===== src/rtl/streamer_pkg.sv =====
package streamer_pkg;

  typedef enum logic [1:0] {
    ST_IDLE,
    ST_FETCH,
    ST_SHIFT,
    ST_DRAIN
  } streamState_t;

  // strobes from control to datapath, one cycle each
  typedef struct packed {
    logic loadByte;  // capture inData, drive its MSB, clock low
    logic riseSck;   // raise the serial clock
    logic nextBit;   // lower the clock and present the next bit
    logic endByte;   // lower the clock and raise the latch
    logic holdHigh;  // keep the latch high once its pulse has run out
  } dpStrobe_t;

endpackage


===== src/rtl/streamer_ctrl.sv =====
module streamer_ctrl
  import streamer_pkg::*;
#(
  parameter int DATA_W  = 8,
  parameter int COUNT_W = 8
) (
  input  logic               clk,
  input  logic               rst,
  input  logic               startPulse,
  input  logic [COUNT_W-1:0] byteCount,
  input  logic               inValid,
  output logic               inReady,
  output logic               busy,
  output logic               donePulse,
  output dpStrobe_t          strobe
);

  localparam int BIT_W = (DATA_W > 2) ? $clog2(DATA_W) : 1;
  localparam logic [BIT_W-1:0] LAST_BIT = BIT_W'(DATA_W - 1);

  streamState_t       state;
  logic [BIT_W-1:0]   bitIdx;
  logic               phaseHi;
  logic [COUNT_W-1:0] bytesLeft;

  logic lastBit;
  logic moreAfter;
  logic inShift;
  logic accept;

  assign lastBit   = (bitIdx == LAST_BIT);
  assign moreAfter = (bytesLeft != COUNT_W'(1));
  assign inShift   = (state == ST_SHIFT);

  // ask for the next byte only in the high half of the final bit
  assign inReady = (state == ST_FETCH) ||
                   (inShift && phaseHi && lastBit && moreAfter);
  assign accept  = inValid && inReady;
  assign busy    = (state != ST_IDLE);

  always_comb begin
    strobe          = '0;
    strobe.loadByte = accept;
    strobe.riseSck  = inShift && !phaseHi;
    strobe.nextBit  = inShift && phaseHi && !lastBit;
    strobe.endByte  = inShift && phaseHi && lastBit;
    strobe.holdHigh = (state == ST_IDLE) || (state == ST_DRAIN);
  end

  always_ff @(posedge clk) begin
    if (rst) begin
      state     <= ST_IDLE;
      bitIdx    <= '0;
      phaseHi   <= 1'b0;
      bytesLeft <= '0;
      donePulse <= 1'b0;
    end else begin
      donePulse <= 1'b0;
      unique case (state)
        ST_IDLE: begin
          if (startPulse) begin
            if (byteCount == '0) begin
              donePulse <= 1'b1;
            end else begin
              bytesLeft <= byteCount;
              state     <= ST_FETCH;
            end
          end
        end
        ST_FETCH: begin
          if (inValid) begin
            bitIdx  <= '0;
            phaseHi <= 1'b0;
            state   <= ST_SHIFT;
          end
        end
        ST_SHIFT: begin
          if (!phaseHi) begin
            phaseHi <= 1'b1;
          end else if (!lastBit) begin
            bitIdx  <= bitIdx + BIT_W'(1);
            phaseHi <= 1'b0;
          end else begin
            bytesLeft <= bytesLeft - COUNT_W'(1);
            bitIdx    <= '0;
            phaseHi   <= 1'b0;
            if (!moreAfter) begin
              state <= ST_DRAIN;
            end else if (!inValid) begin
              state <= ST_FETCH;
            end
          end
        end
        ST_DRAIN: begin
          donePulse <= 1'b1;
          state     <= ST_IDLE;
        end
        default: state <= ST_IDLE;
      endcase
    end
  end

endmodule


===== src/rtl/streamer_datapath.sv =====
module streamer_datapath
  import streamer_pkg::*;
#(
  parameter int DATA_W     = 8,
  parameter int LATCH_HIGH = 2
) (
  input  logic              clk,
  input  logic              rst,
  input  dpStrobe_t         strobe,
  input  logic [DATA_W-1:0] inData,
  output logic              sckOut,
  output logic              sdoOut,
  output logic              latchOut
);

  localparam int HOLD_W = $clog2(LATCH_HIGH + 1);
  localparam logic [HOLD_W-1:0] HOLD_LOAD = HOLD_W'(LATCH_HIGH - 1);

  logic [DATA_W-1:0] shiftReg;
  logic [HOLD_W-1:0] holdCnt;

  // serial data: the MSB goes out first, then one bit per falling clock
  always_ff @(posedge clk) begin
    if (rst) begin
      shiftReg <= '0;
      sdoOut   <= 1'b0;
    end else if (strobe.loadByte) begin
      shiftReg <= inData;
      sdoOut   <= inData[DATA_W-1];
    end else if (strobe.nextBit) begin
      shiftReg <= shiftReg << 1;
      sdoOut   <= shiftReg[DATA_W-2];
    end
  end

  // serial clock at half the system rate
  always_ff @(posedge clk) begin
    if (rst) begin
      sckOut <= 1'b0;
    end else if (strobe.riseSck) begin
      sckOut <= 1'b1;
    end else if (strobe.nextBit || strobe.endByte || strobe.loadByte) begin
      sckOut <= 1'b0;
    end
  end

  // latch: rises together with the clock fall after the last bit
  always_ff @(posedge clk) begin
    if (rst) begin
      latchOut <= 1'b1;
      holdCnt  <= '0;
    end else if (strobe.endByte) begin
      latchOut <= 1'b1;
      holdCnt  <= HOLD_LOAD;
    end else if (holdCnt != '0) begin
      holdCnt <= holdCnt - HOLD_W'(1);
    end else if (!strobe.holdHigh) begin
      latchOut <= 1'b0;
    end
  end

endmodule


===== src/rtl/gapless_shift_streamer.sv =====
module gapless_shift_streamer
  import streamer_pkg::*;
#(
  parameter int DATA_W     = 8,
  parameter int COUNT_W    = 8,
  parameter int LATCH_HIGH = 2
) (
  input  logic               clk,
  input  logic               rst,
  input  logic               startPulse,
  input  logic [COUNT_W-1:0] byteCount,
  input  logic [DATA_W-1:0]  inData,
  input  logic               inValid,
  output logic               inReady,
  output logic               sckOut,
  output logic               sdoOut,
  output logic               latchOut,
  output logic               busy,
  output logic               donePulse
);

  dpStrobe_t strobe;

  streamer_ctrl #(
    .DATA_W (DATA_W),
    .COUNT_W(COUNT_W)
  ) i_ctrl (
    .clk       (clk),
    .rst       (rst),
    .startPulse(startPulse),
    .byteCount (byteCount),
    .inValid   (inValid),
    .inReady   (inReady),
    .busy      (busy),
    .donePulse (donePulse),
    .strobe    (strobe)
  );

  streamer_datapath #(
    .DATA_W    (DATA_W),
    .LATCH_HIGH(LATCH_HIGH)
  ) i_datapath (
    .clk     (clk),
    .rst     (rst),
    .strobe  (strobe),
    .inData  (inData),
    .sckOut  (sckOut),
    .sdoOut  (sdoOut),
    .latchOut(latchOut)
  );

endmodule


===== config.mk =====
export PLATFORM = sky130hd
export DESIGN_NAME = gapless_shift_streamer
export DESIGN_NICKNAME = d
export VERILOG_FILES = /design/src/rtl/streamer_pkg.sv /design/src/rtl/streamer_ctrl.sv /design/src/rtl/streamer_datapath.sv /design/src/rtl/gapless_shift_streamer.sv
export SDC_FILE = /design/constraint.sdc
export NUM_CORES = 1
export LEC_CHECK = 0
export BUFFER_PORTS_ARGS = -buffer_cell sky130_fd_sc_hd__buf_2
export CAP_MARGIN = 0
export CORE_AREA = 2 2 53 65
export DETAILED_ROUTE_END_ITERATION = 7
export DIE_AREA = 0 0 55 67
export PLACE_DENSITY = 0.72
export SLEW_MARGIN = 20
export SYNTH_ARGS = -nofsm -noshare
export SYNTH_HDL_FRONTEND = slang
export SYNTH_SLANG_ARGS = --single-unit

===== constraint.sdc =====
create_clock -name clk -period 2.04 [get_ports clk]
set_input_delay 0.408 -clock clk [delete_from_list [all_inputs] [get_ports clk]]
set_output_delay 0.408 -clock clk [all_outputs]
set_load 0.02 [all_outputs]

Word level (Yosys, flattened, before mapping)
Cells that the tools add are included.

word-level totals
  flip-flop bits (word level) = 27
  bits of input ports = 20
  output and inout port bits = 6
  logic and storage cells = 85

cells by class
  add/subtract/negate cells = 3
  equal/unequal tests = 11
  muxes and demuxes = 31
  bitwise operators = 2
  reductions and logical operators = 27

operators with widths
  cell                   count
  $mux W8                4
  $pmux W8 S2            1
  $mux W2                7
  $mux W7                2
  $reduce_bool A2 Y1     7
  $mux W1                10
  $mux W3                3
  $logic_not A8 Y1       1
  $ne A8 B1 Y1 const B   1
  $pmux W2 S4            1
  $sub A8 B1 Y8 const B  1
  $logic_and A1 B1 Y1    6
  $ne A2 B2 Y1 const B   3
  $pmux W3 S2            1
  $reduce_and A6 Y1      1
  $reduce_and A5 Y1      1
  $eq A2 B2 Y1 const B   2
  $logic_or A1 B1 Y1     4
  $ne A2 B1 Y1 const B   2
  $pmux W1 S2            2
  $reduce_and A2 Y1      2
  $add A3 B1 Y3 const B  1
  $eq A3 B3 Y1 const B   1
  $ne A3 B3 Y1 const B   1
  7 further kinds        9

Longest topological paths before layout
Gate-level depths: netlist of run 1.

  word-level depth = 9
  depth in mapped cells = 9
  depth with buffers taken out = 7

Modules after synthesis
Synthesis of run 1 repeated with hierarchy kept, for this count alone.

unflattened totals
  cells, all modules = 181
  area, all modules = 1,625.3 um^2

modules (own cells, without submodules)
  module             times used  cells each  area each (um^2)
  streamer_ctrl      1           128         1,092.3
  streamer_datapath  1           53          533.0

Worst setup path after synthesis of run 1
OpenSTA, ideal clock, no wires.

  path kind = register to output
  start point = register i_ctrl.state[0]
  end point = output port inReady
  data arrival time = 1.311 ns
  data required time = 1.632 ns
  slack = 0.321 ns
  cell stages (with the launch flop) = 7
  cells stage by stage = dfxtp_1 inv_1 ha_1 buf_2 nand3_1 a31oi_2 or2_2

on the way
  word-level cells in the longest chain between the ends = 5
  elaborated cells on any way between the ends = 6
  classes of those cells = eq/ne: 2; reduce/logical: 4

RTL lines
  item                              RTL line                      RTL
  start, declared                   streamer_ctrl.sv:21           streamState_t state;
  start signal, assigned            streamer_ctrl.sv:52           state <= ST_IDLE;
  start signal, assigned            streamer_ctrl.sv:66           state <= ST_FETCH;
  start signal, assigned            streamer_ctrl.sv:74           state <= ST_SHIFT;
  $eq A2 B2 Y1                      streamer_ctrl.sv:33           assign inShift = (state == ST_SHIFT);
  $logic_and A1 B1 Y1 (3 in a row)  streamer_ctrl.sv:37           (inShift && phaseHi && lastBit && moreAfter);
  $logic_or A1 B1 Y1 (*)            streamer_ctrl.sv:36           assign inReady = (state == ST_FETCH) ||
  end, declared                     gapless_shift_streamer.sv:14  output logic inReady,

Every way passes the cells marked *; elsewhere a longest branch is shown, timed or not.

Worst setup path after layout of run 1
  start point = register i_ctrl.bytesLeft[6]
  end point = output port inReady

on the way
  word-level cells in the longest chain between the ends = 3

RTL lines
  item                    RTL line             RTL
  start, declared         streamer_ctrl.sv:24  logic [COUNT_W-1:0] bytesLeft;
  start signal, assigned  streamer_ctrl.sv:65  bytesLeft <= byteCount;
  start signal, assigned  streamer_ctrl.sv:84  bytesLeft <= bytesLeft - COUNT_W'(1);
  $ne A8 B1 Y1            streamer_ctrl.sv:32  assign moreAfter = (bytesLeft != COUNT_W'(1));
  $logic_and A1 B1 Y1     streamer_ctrl.sv:37
  $logic_or A1 B1 Y1      streamer_ctrl.sv:36

Every way passes these cells.

==> results of run 1 <==
## metrics by stage
step,worst slack (ns),hold WS (ns)
6_report,0.0826,0.301
5_1_grt,0.00614,0.311
4_1_cts,0.0213,0.295
3_5_place_dp,0.0927,0.462
2_1_floorplan,0.321,0.440
3_3_place_gp,0.189,0.447
## kinds of logic (layout without fill, tap and decap cells)
logic type               Yosys count  after routing  share of synthesized area
AND/OR/NAND/NOR                   67             67                      0.226
AO/OA/AOI/OAI                     45             45                      0.213
flip-flops                        27             27                      0.357
buffers and inverters             20             51                     0.0570
multiplexers                      10             10                     0.0661
adder cells (fa/ha/maj)            9              9                     0.0744
XOR/XNOR                           1              1                    0.00579
## final cells by class
type / instances / share of cell area
inverter: 11 / 0.0225
tap: 36 / 0.0245
multi-input combinational: 132 / 0.515
clock inverter: 1 / 0.00273
timing repair buffer: 36 / 0.123
sequential: 27 / 0.299
clock buffer: 3 / 0.0123
## path summary, 6_finish.rpt
path	start	to	slack, ns	cells past startpoint
max reg2reg	i_ctrl.state[1]	i_ctrl.bytesLeft[7]	0.14	7
min reg2reg	i_datapath.shiftReg[0]	i_datapath.shiftReg[0]	0.48	2
max	i_ctrl.bytesLeft[6]	inReady	0.08	4
min	inData[0]	i_datapath.shiftReg[0]	0.30	3
## synthesized netlist by cell type (all sizes together)
cell	count
nand2b	4
nand4	4
a32oi	1
nand3b	1
clkinv	1
nor3	9
a211oi	9
o211ai	1
nand4b	2
o32ai	4
and3	2
mux2i	10
a21o	2
o221a	1
clkbuf	5
o21ai	8
xor2	1
nand3	4
or2	2
or3	1
inv	10
nor2	21
a21oi	13
a31o	1
ha	9
o31a	1
a22oi	2
buf	4
nand2	14
dfxtp	27
a31oi	2
nor4	3
## registers in the layout, summed over array words and instances, names as in the netlist
name	cells
i_datapath.sdoOut	1
i_ctrl.donePulse	1
i_ctrl.bytesLeft	8
i_ctrl.state	2
i_ctrl.phaseHi	1
i_datapath.holdCnt	2
i_datapath.latchOut	1
i_datapath.shiftReg	7
i_ctrl.bitIdx	3
i_datapath.sckOut	1
## repair_timing
item | 4_1_cts | 5_1_grt
setup endpoints to repair | 1 | 1
buffers inserted | 4 | 0
pin swaps | 2 | 1
cloned | 0 | 0
resized for setup | 12 | 8
## worst reg2reg max path, stage by stage (launching register included)
cell,delay [ns]
dfxtp_2,0.41
inv_1,0.10
ha_1,0.28
a22oi_1,0.27
o211ai_1,0.19
buf_12,0.19
or2_2,0.29
a21oi_1,0.12
## routing by layer
metal  GRT usage  part of all wire
met1       0.260              0.42
met5           0                 0
met2       0.379              0.50
met3      0.0224             0.050
met4       0.137             0.029
## power groups by stage
stage | logic [uW] | registers (uW) | clock network (uW)
finish | 1330 | 858 | 242
global route | 1490 | 877 | 273
CTS | 1300 | 848 | 253
detailed placement | 1230 | 852 | 0
global placement | 1190 | 841 | 0
floorplan | 869 | 845 | 0
==> metrics, run 1 <==
power consumption=roughly 2400 uW; cell area after placement=roughly 1700 sq um; PortBufs=25; Die Ht=between 60 and 70 um; clock root buffer master=clkbuf_4; deepest clock path buffer count=2; Synth Warn #=0; Yosys cell types=38; Power Dens Cells=1330 nW/um^2; clock share of power=0.099; max-cap violation count=0; Tcrit/Tclk final=0.960; Post-Layout Cell Count=246; CTS tree=built; final setup vio count=0; pin count of the biggest net entering global routing=19; row count=22; CTS Buf Count=3; number of diodes=0; Comb pwr share=0.548; register area share after synthesis=0.357; Max Clk Rate=roughly 500 MHz; Syn Inst Count=approximately 180; Max Fanout on Critical Path=3; sequential share of power=0.353; area of the multi-input gates=~950 sq um; GRT overflow=0; # DRC=0; Routed wire per std cell=14.4 um; fill count=approximately 280; setup TNS=0 ns; CP top delay family=simple AND/OR/NAND/NOR gates; Layout Area Growth over Synthesis=21.2%; Die W=around 55 um; share of the synthesized area in the top cell type=0.357; Psw=between 1000 and 1500 uW; maximum VDD drop=between 0.8 and 0.9 mV; register bit total from synthesis=27; initial antenna violation count=0; Synth area leaders=dfxtp_1 (36%), ha_1 (7.4%), mux2i_1 (6.6%); Critical Path RT=around 1.6 ns; most frequent cells in the layout=buf_2 (24), nor2_1 (20), dfxtp_1 (20); CTS clock-pin slew for the worst setup and hold paths=about 0.14 ns; Crit path arrival time=between 1.5 and 2 ns; Seq. cell area=around 550 sq um; Hold Fails Final Rpt=0; RSZ-0062 raised after global routing=no; GP Congestion=around 0.80; Core Util, Final=0.606; placed insts=238; Detailed Place HPWL=between 2000 and 3000 um; Clock H-tree levels=1; Worst-Margin Slew=about 0.48 ns; CTS Hold Bufs=0; Internal=~1400 uW; layout net count=between 200 and 250; highest-delay cell along the critical path=dfxtp_2; area leader, netlist=dfxtp_1; leakage dissipation=roughly 0.00079 uW; core area=slightly above 3000 sq um; Sw Ratio=0.437; Synth Area per Inst=8.46 sq um; Mapped Area=1510 sq um; final WL=3530 um; Hold Crit Class=in2reg; layout cell share with drive strength beyond 1=0.300; Startpoint Class=register; CP bufs+invs=1; Worst path max stage delay=about 0.37 ns; Detailed Route Iter0 Violations=27; Worst-Skew Late Latency=~0.34 ns; commonest non-fill, non-tap cell in the layout=buf_2; critical path class=reg2out; worst rel slew slack=0.676; drt pass-1 iters=5; Final Skew=0.0129 ns; first-pass GRT wire length=about 6000 um; Final Max Slew Viols=0; status=finished, final reports clean; Finished Cell Area=1840 sq um; CP endpoint kind=output pin; initial core utilization=0.500; CTS Sinks=27; Synth Net Count=about 210; IO Pins=26; Die ar.=3690 sq um; Overall Global Routing Usage=0.224; Antenna Nets Post-Route=0; vias in the first global route=1399; vias=around 1.4k; critical-path cell list=nor4_4, a31oi_4, or2_4, buf_6; final period demand of the worst path=1.96 ns; vias per inst=roughly 5.7
Power figures use the tool's default switching activity.
==> run 2: changes to the inputs <==
--- a/config.mk
+++ b/config.mk
@@ -7,11 +7,12 @@
 export LEC_CHECK = 0
 export BUFFER_PORTS_ARGS = -buffer_cell sky130_fd_sc_hd__buf_2
 export CAP_MARGIN = 0
-export CORE_AREA = 2 2 53 65
+export CORE_AREA = 2 2 55 67
 export DETAILED_ROUTE_END_ITERATION = 7
-export DIE_AREA = 0 0 55 67
-export PLACE_DENSITY = 0.72
+export DIE_AREA = 0 0 57 69
+export PLACE_DENSITY = 0.71
 export SLEW_MARGIN = 20
 export SYNTH_ARGS = -nofsm -noshare
 export SYNTH_HDL_FRONTEND = slang
+export SYNTH_HIERARCHICAL = 1
 export SYNTH_SLANG_ARGS = --single-unit
==> run 2 against run 1 <==
Effect of this change: synthesized cell count grew 1.1%; sequential cell count did not move; clock power rose by 23%; first-iteration DRC count grew to 2.8 times the previous value; die area rose by 6.7%.
==> metrics, run 2 <==
status=finished, final reports clean; worst rel slew slack=0.672; Finished Cell Area=about 1900 sq um; max-cap violation count=0; setup TNS=0 ns; Top reg by flops=i_ctrl/bytesLeft; register area share after synthesis=0.333; cells on worst reg2reg path=7; commonest non-fill, non-tap cell in the layout=dfxtp_1; Post-CTS Setup Inserts=0; share of the synthesized area in the top cell type=0.333; Crit path arrival time=between 1.5 and 2 ns; Layout Area Growth over Synthesis=15.0%; Critical Path Start=i_ctrl/bitIdx[0]; hold slack=~0.40 ns; Synth Warn #=6; Syn Inst Count=approximately 180; Detailed Route Iter0 Violations=between 70 and 80; Routed wire per std cell=between 15 and 20 um; GP Congestion=around 0.89; worst hold stages=3; vias in the first global route=roughly 1.5k; Top Registers=i_ctrl/bytesLeft (8), i_datapath/shiftReg (7), i_ctrl/bitIdx (3); pin count of the biggest net entering global routing=17; Final Skew=0.00542 ns; Post-synth ARST share=0; max reg flops=8; Mapped Area=1630 sq um; final WL=~3800 um; IO Pins=26; Max Fanout on Critical Path=5; # DRC=0; R2R setup slack=roughly 0.07 ns; final period demand of the worst path=between 1.5 and 2 ns; RSZ-0062 raised after global routing=no; first-pass GRT wire length=between 6000 and 7000 um; row count=23; reg2reg start=i_ctrl/bitIdx[0]; vias per inst=5.96; Overall Global Routing Usage=0.202; GRT overflow=0; vias=around 1.5k; Synth Area per Inst=between 8 and 9 sq um; layout cell share with drive strength beyond 1=0.274; initial antenna violation count=0; Commonest cells post-synth=dfxtp_1 (27), inv_1 (14), a21oi_1 (12); cell area after placement=between 1500 and 2000 sq um; clock root buffer master=clkbuf_8; CTS Sinks=27; CTS tree=built; Max Clk Rate=505 MHz; Worst-Skew Late Latency=between 0.2 and 0.3 ns; register bit total from synthesis=27; maximum VDD drop=slightly below 1 mV; Post-synth EDFFs=0; Hold Fails Final Rpt=0; Yosys cell types=around 50; Die Ht=69 um; leakage dissipation=approximately 0.00074 uW; hold path start=inData[0]; ys flop type=dfxtp_1; Critical Path RT=1.63 ns; Final Max Slew Viols=0; power consumption=approximately 2700 uW; Tcrit/Tclk final=0.971; Synth Net Count=210; Clock H-tree levels=1; initial core utilization=0.495; critical path class=reg2out; Worst-Margin Slew=roughly 0.49 ns; area leader, netlist=dfxtp_1; drt pass-1 iters=4; Detailed Place HPWL=between 2000 and 3000 um; deepest clock path buffer count=2; final setup vio count=0; layout net count=about 240; CTS clock-pin slew for the worst setup and hold paths=about 0.09 ns; Startpoint Class=register; Hold Path End=i_datapath/shiftReg[0]; Die ar.=3930 sq um; count leader, synth=dfxtp_1; Power Dens Cells=approximately 1400 nW/um^2; Reg-to-Reg End=i_datapath/sckOut; CTS Buf Count=3; number of diodes=0; Antenna Nets Post-Route=0; Die W=57 um; Hold Crit Class=in2reg; CP endpoint kind=output pin; Synth area leaders=dfxtp_1 (33%), ha_1 (6.9%), mux2i_1 (5.5%); PortBufs=25; core area=between 3000 and 4000 sq um; most frequent cells in the layout=dfxtp_1 (26), buf_2 (25), inv_1 (12), a21oi_1 (12)
-- run 2: final cells by class --
type                    instances  area [sq um]
clock buffers                   3          41.3
clock inverters                 1          5.00
fillers                       306          1410
inverters                      14          52.6
multi-input cells             129           986
flip-flops and latches         27           542
well taps                      37          46.3
repair buffers                 34           196
-- run 2: cell families after synthesis --
family | after synthesis | share of synthesized area
and+or+nand+nor | 61 | 0.233
AOI/OAI and AO/OA | 49 | 0.228
DFF | 27 | 0.333
buffers and inverters | 25 | 0.0762
muxes | 9 | 0.0554
adders and majority gates | 9 | 0.0693
xor gates and xnor gates | 1 | 0.00539
-- run 2: power breakdown --
group / switching [uW] / total, uW / internal (uW)
Combinational: 866 / 1550 / 687
Clock: 160 / 297 / 137
Sequential: 157 / 857 / 700
Total: 1180 / 2710 / 1520
-- run 2: layer usage --
layer / vias up / routed length, um / GRT usage / share of wire
li1: 718 / - / - / -
met1: 692 / 1530 / 0.225 / 0.40
met2: 40 / 2050 / 0.373 / 0.54
met3: 9 / 169 / 0.0356 / 0.044
met4: 0 / 82 / 0.0724 / 0.021
met5: - / 0 / 0 / 0
-- run 2: stage by stage --
| stage | worst slack, ns | cells | utilization |
|---|---|---|---|
| floorplan | 0.0136 | 181 | - |
| global placement | 0.127 | 241 | 0.553 |
| detailed placement | 0.0624 | 241 | 0.553 |
| CTS | 0.0368 | 245 | 0.567 |
| global route | 0.00813 | 245 | 0.570 |
| finish | 0.0594 | 245 | 0.570 |
-- run 2: worst max-delay path by stage --
stage | to | slack, ns | cells past startpoint
5_1_grt | i_datapath/sckOut | 0.008 | 7
2_1_floorplan | i_datapath/shiftReg[0] | 0.01 | 10
3_5_place_dp | i_ctrl/state[1] | 0.06 | 7
3_3_place_gp | i_datapath/sckOut | 0.13 | 7
4_1_cts | i_ctrl/bytesLeft[3] | 0.04 | 6
6_report | inReady | 0.06 | 5
-- run 2: repair_timing --
action	4_1_cts	5_1_grt
hold buffers	0	0
resized for setup	0	5
endpoints found under the setup margin	0	10
hold endpoints to repair	0	0
-- run 2: critical path: stages, from the launching register on --
cell and delay [ns]:
dfxtp_1 0.34, ha_1 0.21, ha_2 0.19, and3_4 0.19
a21o_4 0.21, buf_2 0.15
==> run 3: changes to the inputs <==
--- a/config.mk
+++ b/config.mk
@@ -5,12 +5,11 @@
 export SDC_FILE = /design/constraint.sdc
 export NUM_CORES = 1
 export LEC_CHECK = 0
-export BUFFER_PORTS_ARGS = -buffer_cell sky130_fd_sc_hd__buf_2
 export CAP_MARGIN = 0
-export CORE_AREA = 2 2 55 67
+export CORE_AREA = 2 2 59 72
 export DETAILED_ROUTE_END_ITERATION = 7
-export DIE_AREA = 0 0 57 69
-export PLACE_DENSITY = 0.71
+export DIE_AREA = 0 0 61 74
+export DONT_BUFFER_PORTS = 1
 export SLEW_MARGIN = 20
 export SYNTH_ARGS = -nofsm -noshare
 export SYNTH_HDL_FRONTEND = slang
==> run 3 against run 2 <==
Effect of this change: sequential cell count did not move; via count fell by 4.4%; critical path depth up 4; critical endpoint is now i_ctrl/donePulse.
==> metrics, run 3 (synthesis gave the netlist of run 2 again) <==
Antenna Nets Post-Route=0; Final Skew=around 0.0021 ns; GP Congestion=roughly 0.83; row count=25; Overall Global Routing Usage=0.175; Final Max Slew Viols=0; final WL=around 3900 um; CTS clock-pin slew for the worst setup and hold paths=0.09 ns; vias=1395; core area=between 3000 and 4000 sq um; Worst-Skew Late Latency=between 0.2 and 0.3 ns; placed insts=roughly 240; DP Worst Slack=about 0.08 ns; CTS Buf Count=3; max-cap violation count=0; Max Fanout on Critical Path=5; Hold Crit Class=in2reg; Detailed Route Iter0 Violations=36; Power Dens Cells=approximately 1500 nW/um^2; Reg-to-Reg End=i_ctrl/donePulse; highest-delay cell along the critical path=or4b_4; worst rel slew slack=0.656; fill count=375; commonest non-fill, non-tap cell in the layout=dfxtp_1; PortBufs=0; Hold Path End=i_datapath/sckOut; Post-Layout Cell Count=roughly 250; hold path start=rst; Startpoint Class=register; deepest clock path buffer count=2; number of diodes=0; final period demand of the worst path=between 1.5 and 2 ns; vias per inst=approximately 5.6; Clock H-tree levels=1; initial antenna violation count=0; Top Registers=i_ctrl/bytesLeft (8), i_datapath/shiftReg (7), i_ctrl/bitIdx (3); Tcrit/Tclk final=0.966; maximum VDD drop=a little over 0.7 mV; critical-path cell list=inv_4, ha_4, or4b_4, nor4_4, buf_6, buf_4, buf_4, a21oi_1, nor3_1; R2R setup slack=0.07 ns; layout net count=approximately 230; Die ar.=around 4500 sq um; Die W=between 60 and 70 um; GRT overflow=0; cell mode on critical path=buf_4; leakage dissipation=between 0.0006 and 0.0007 uW; Crit path arrival time=about 2.2 ns; vias in the first global route=~1.3k; CTS Sinks=27; Seq. cell area=around 550 sq um; IO Pins=26; critical path class=reg2reg; Worst Slack Setup Final=0.0694 ns; Critical Path RT=about 2.2 ns; Routed wire per std cell=15.8 um; RSZ-0062 raised after global routing=yes; drt pass-1 iters=4; final setup vio count=0; Worst-Margin Slew=~0.51 ns; Worst path max stage delay=between 0.4 and 0.5 ns; Layout Area Growth over Synthesis=17.2%; worst hold stages=1; CP endpoint kind=register; Die Ht=74 um; Max Clk Rate=a little over 500 MHz; Detailed Place HPWL=roughly 2900 um; CTS Hold Bufs=0; layout cell share with drive strength beyond 1=0.256; CTS tree=built; # DRC=0; Top reg by flops=i_ctrl/bytesLeft; area of the multi-input gates=around 1000 sq um; max reg flops=8; reg2reg start=i_ctrl/state[1]; Hold Fails Final Rpt=0; most frequent cells in the layout=dfxtp_1 (24), buf_4 (20), inv_1 (11), a21oi_1 (11); cells on worst reg2reg path=9; pin count of the biggest net entering global routing=29; first-pass GRT wire length=approximately 5900 um; initial core utilization=0.422; clock root buffer master=clkbuf_8; status=finished, final reports clean
-- run 3: layer usage --
metal  part of all wire  routed length, um  track usage
met5                  0                  0            0
met4              0.012                 46       0.0918
met3              0.043                170       0.0365
met2               0.55               2160        0.318
met1               0.40               1560        0.184
-- run 3: timing repair --
action / 4_1_cts / 5_1_grt
resized for setup: 0 / 20
buffers inserted: 0 / 9
endpoints found under the setup margin: 0 / 12
-- run 3: layout make-up --
type                            instances  area share
Inverter                               14      0.0322
Tap cell                               54      0.0355
Sequential cell                        27       0.288
Clock inverter                          1     0.00263
Clock buffer                            3      0.0217
Multi-Input combinational cell        129       0.535
Timing Repair Buffer                   21      0.0848
-- run 3: worst max-delay path by stage --
| stage | start | endpoint | slack, ns |
|---|---|---|---|
| 2_1_floorplan | i_ctrl/state[0] | i_datapath/shiftReg[0] | 0.01 |
| 3_3_place_gp | i_ctrl/bitIdx[0] | i_datapath/sckOut | 0.10 |
| 3_5_place_dp | i_ctrl/state[1] | i_ctrl/bytesLeft[4] | 0.08 |
| 4_1_cts | i_ctrl/bitIdx[0] | inReady | 0.05 |
| 5_1_grt | i_ctrl/state[1] | i_ctrl/bytesLeft[2] | -0.03 |
| 6_report | i_ctrl/state[1] | i_ctrl/donePulse | 0.07 |
-- run 3: per-stage QoR --
step           area, sq um   util  hold WS [ns]  TNS (ns)  total power (uW)
6_report              1900  0.495         0.192         0              2810
5_1_grt               1900  0.495         0.175   -0.0931              3020
4_1_cts               1780  0.462         0.174         0              2700
3_5_place_dp          1730  0.450         0.456         0              2380
3_3_place_gp          1730  0.450         0.441         0              2330
2_1_floorplan         1670      -         0.436         0              2020
-- run 3: power breakdown --
part | switching, uW | total, uW | internal, uW
clock network | 169 | 306 | 137
registers | 206 | 916 | 710
logic | 831 | 1580 | 754
total | 1200 | 2810 | 1600
-- run 3: worst max-delay path: cells and delay by family (launching register included) --
family,cells,cell delay [ns]
AOI/OAI and AO/OA,1,0.06
DFF,1,0.37
buffers and inverters,4,0.43
and+or+nand+nor,3,0.91
adders and majority gates,1,0.13
